<file path="config.mk">
export PLATFORM = sky130hd
export DESIGN_NAME = adc_ramp_datapath
export DESIGN_NICKNAME = d
export VERILOG_FILES = /design/src/rtl/adc_ramp_pkg.sv /design/src/rtl/adc_ramp_datapath.sv
export SDC_FILE = /design/constraint.sdc
export NUM_CORES = 1
export LEC_CHECK = 0
export ABC_AREA = 1
export BUFFER_PORTS_ARGS = -buffer_cell sky130_fd_sc_hd__buf_4
export CORE_MARGIN = 1.5
export CORE_UTILIZATION = 50
export CTS_CLUSTER_SIZE = 30
export DETAILED_ROUTE_END_ITERATION = 8
export PLACE_DENSITY = 0.74
export SYNTH_ARGS = -nofsm -noshare
export SYNTH_HDL_FRONTEND = slang
export SYNTH_SLANG_ARGS = --single-unit
</file>
<file path="constraint.sdc">
create_clock -name clk -period 1.4 [get_ports clk]
set_input_delay 0 -clock clk [delete_from_list [all_inputs] [get_ports clk]]
set_output_delay 0 -clock clk [all_outputs]
set_load 0.05 [all_outputs]
</file>
<file path="src/rtl/adc_ramp_pkg.sv">
package adc_ramp_pkg;

  typedef enum logic [0:0] {
    ST_SEEK  = 1'b0,
    ST_TRACK = 1'b1
  } rampState_t;

  // strobes from control to datapath
  typedef struct packed {
    logic clear;    // wipe stored sample and error
    logic capture;  // load the current sample as the new reference
    logic compare;  // judge current sample against reference+1
  } rampStrobes_t;

endpackage

</file>
<file path="src/rtl/adc_ramp_datapath.sv">
module adc_ramp_datapath
  import adc_ramp_pkg::*;
#(
  parameter int SAMPLE_W = 14
) (
  input  logic                clk,
  input  logic                rst_n,
  input  rampStrobes_t        strobes,
  input  logic [SAMPLE_W-1:0] sample,
  output logic                sampleIsZero,
  output logic                rampError
);

  localparam logic [SAMPLE_W-1:0] STEP = SAMPLE_W'(1);

  logic [SAMPLE_W-1:0] prevQ;
  logic [SAMPLE_W-1:0] expected;
  logic                mismatch;
  logic                errQ;

  assign sampleIsZero = (sample == '0);
  assign expected     = prevQ + STEP;  // wraps naturally at 2^SAMPLE_W
  assign mismatch     = strobes.compare && (sample != expected);

  always_ff @(posedge clk) begin
    if (!rst_n || strobes.clear) begin
      prevQ <= '0;
    end else if (strobes.capture) begin
      prevQ <= sample;
    end
  end

  always_ff @(posedge clk) begin
    if (!rst_n || strobes.clear) begin
      errQ <= 1'b0;
    end else if (mismatch) begin
      errQ <= 1'b1;
    end
  end

  assign rampError = errQ;

endmodule

</file>
==> flow_metrics.env <==
export IMPL_final_area_mm2=0.00165
export IMPL_worstSetupEndpointType="flop"
export IMPL_regArea_um2=312
export IMPL_drt_iter0_drc=32
export IMPL_ir_drop_uv=568
export IMPL_wl_per_cell_um=11.2
export IMPL_place_inst=275
export IMPL_netlist_area_leader_share=0.249
export IMPL_instances_no_fill=288
export IMPL_ios=21
export IMPL_crit_chain="ha_4 > nand3_4 > nor2_4 > nand2_2 > nand2_2 > nand2_2 > nand2_2 > nand2_1 > inv_1 > nand2_1 > nor2_1 > nand2_1 > nand2_1 > a21oi_1"
export IMPL_grt_remaining_overflow=0
export IMPL_timing_fmax_mhz=611
export IMPL_crit_fanout=5
export IMPL_portBuffers=20
export IMPL_finalNetCount=281
export IMPL_slew_headroom=0.628
export IMPL_cts_buffer_depth=2
export IMPL_gp_congestion=0.887
export IMPL_die_y_um=52.1
export IMPL_syn_num_nets=237
export IMPL_syn2layout_area_growth_pct=37.3
export IMPL_required_ns=1.56
export IMPL_rsz0062_at_grt="yes"
export IMPL_hold_slack_ns=0.0121
export IMPL_ys_types=17
export IMPL_first_pass_iters=4
export IMPL_totalWireLength_mm=3.22
export IMPL_cap_violations=0
export IMPL_synth_top_family_by_area="simple AND/OR/NAND/NOR gates"
export IMPL_clockRootBuffer="clkbuf_4"
export IMPL_nFillCells=196
export IMPL_synth_seq_cells=15
export IMPL_synth_xor_area_frac=0.00728
export IMPL_grt_max_degree=27
export IMPL_multi_input_area_um2=786
export IMPL_insertion_delay_ns=0.30
export IMPL_clkSinkCount=15
export IMPL_crit_type="flop to flop"
export IMPL_initial_core_util=0.539
export IMPL_drive_gt1_frac=0.219
export IMPL_dpl_hpwl_mm=2.43
export IMPL_ys_top_cells_by_area="dfxtp_1 25%, nand2_1 25%, inv_1 12%"
export IMPL_yosysTopAreaCell="dfxtp_1"
export IMPL_yosysWarnings=0
export IMPL_drv_slew=0
export IMPL_status="complete, but fails checks"
export IMPL_synth_compound_area_frac=0.0977
export IMPL_min_period_ns=1.64
export IMPL_clk_pin_slew_ns=0.11
export IMPL_core_area_mm2=0.00223
export IMPL_worst_ep_arrival_time_ns=1.80
export IMPL_cp_slowest_cell="dfxtp_4"
export IMPL_hold_class="input port to flop"
export IMPL_cts_buffers=3
export IMPL_finalSetupViolations=1
export IMPL_antenna_found_initial=0
export IMPL_dieArea_mm2=0.00271
export IMPL_diodes=0
export IMPL_yosysSeqAreaShare=0.249
export IMPL_cellLeakagePower_nw=0.819
export IMPL_finalCritPeriodShare=1.17
export IMPL_h_tree_depth=1
export IMPL_drtAntennaViolNets=0
export IMPL_synthAdderAreaFrac=0.0104
export IMPL_avgSynthCellArea_um2=5.55
export IMPL_violations="negative setup slack"
export IMPL_yosys_area_share_simple=0.498
export IMPL_cp_start_kind="flop"
export IMPL_utilization=0.740
export IMPL_synth_cells=217
export IMPL_hold_viol_final=0
export IMPL_tritoncts="built"
export IMPL_row_count=17
export IMPL_fin_ws_ns=-0.236
export IMPL_p_total_w=0.000982
export IMPL_worst_pin_slew_ns=0.556
export IMPL_grt_util_all_layers=0.274
export IMPL_drc=0
export IMPL_slowest_delay_ns=0.39
export IMPL_viasPerCell=4.98
export IMPL_powerDensity_mw_per_mm2=594
export IMPL_die_x_um=52.1
export IMPL_grt_pass1_vias=1371
export IMPL_synth_mux_area_fraction=0
export IMPL_placed_area_mm2=0.00151
export IMPL_vias=1433
export IMPL_clock_skew_final_ns=0.00909
export IMPL_syn_area_mm2=0.00120
export IMPL_grt_pass1_wl_mm=5.55
flip-flops by register name, indices dropped and copies added (netlist names):
signal	flops
prevQ	14
rampError	1
worst max-delay path, delay by kind of cell (launching register included):
kind                     cells  cell delay [ns]
AO/OA/AOI/OAI                1             0.05
adder cells (fa/ha/maj)      1             0.16
buffers and inverters        1             0.04
flip-flops                   1             0.39
AND/OR/NAND/NOR             11             0.86
layout make-up:
| class | count | share of cell area |
|---|---|---|
| multi-input cells | 158 | 0.475 |
| clock buffers | 3 | 0.0136 |
| clock inverters | 1 | 0.00303 |
| well taps | 28 | 0.0212 |
| inverters | 40 | 0.0908 |
| repair buffers | 43 | 0.207 |
| flip-flops and latches | 15 | 0.188 |
timing repair:
| action | in CTS | in global routing |
|---|---|---|
| pin swaps | 1 | 9 |
| buffers inserted | 0 | 1 |
| endpoints found under the setup margin | 1 | 2 |
| gates resized for setup | 3 | 6 |
| endpoints found under the hold margin | 8 | 0 |
| hold buffers | 8 | 0 |
report_power, final:
group	internal, W	switching, W	leakage (nW)	total (W)
combinational	0.000120	0.000135	0.675	0.000255
clock	0.000106	0.000161	0.0177	0.000267
sequential	0.000444	0.0000160	0.126	0.000460
Yosys cell counts:
library cell,instances
a21oi_1,3
ha_1,1
dfxtp_1,15
nor2_1,28
nor3_2,1
o21ai_0,1
nand4_1,5
nand3_1,18
a211oi_1,13
nor2_4,3
nand3b_1,1
nor4_1,3
xnor2_1,1
clkbuf_1,4
inv_1,40
nand2_2,1
nand2_1,79
metrics by stage:
step	setup WS (ns)	TNS (ns)
6_report	-0.236	-0.236
2_1_floorplan	-0.0159	-0.0159
3_5_place_dp	-0.205	-0.205
5_1_grt	-0.369	-0.369
4_1_cts	-0.186	-0.186
3_3_place_gp	-0.163	-0.163
cells by family after synthesis:
group                      count (synthesis)
adders and majority gates                  1
and+or+nand+nor                          139
AOI/OAI and AO/OA                         17
buffers and inverters                     44
xor gates and xnor gates                   1
DFF                                       15
per-layer routing:
| layer | routed length, um | global-route usage |
|---|---|---|
| met4 | 58 | 0.0965 |
| met1 | 1520 | 0.320 |
| met5 | 0 | 0 |
| met3 | 127 | 0.0575 |
| met2 | 1510 | 0.489 |
final timing paths:
| kind | start | end | slack (ns) | cells past startpoint |
|---|---|---|---|---|
| worst max register to register | prevQ[0] | rampError | -0.24 | 14 |
| worst max-delay path | prevQ[0] | rampError | -0.24 | 14 |
| worst min-delay path | sample[13] | prevQ[13] | 0.01 | 3 |
| worst min register to register | rampError | rampError | 0.46 | 2 |
cell usage in the layout (no fill, tap or decap), types with 2 or more instances in the layout:
cell and n:
clkbuf_4 3, dfxtp_1 10, nand4_1 5, nor4_2 2
inv_1 40, nor2_4 3, buf_4 35, dfxtp_4 2
dfxtp_2 3, nand2_1 75, nand3_1 17, dlygate4sd3_1 8
a211oi_1 13, nand2_2 5, nor2_1 28, a21oi_1 3
(Power assumes the default switching activity.)
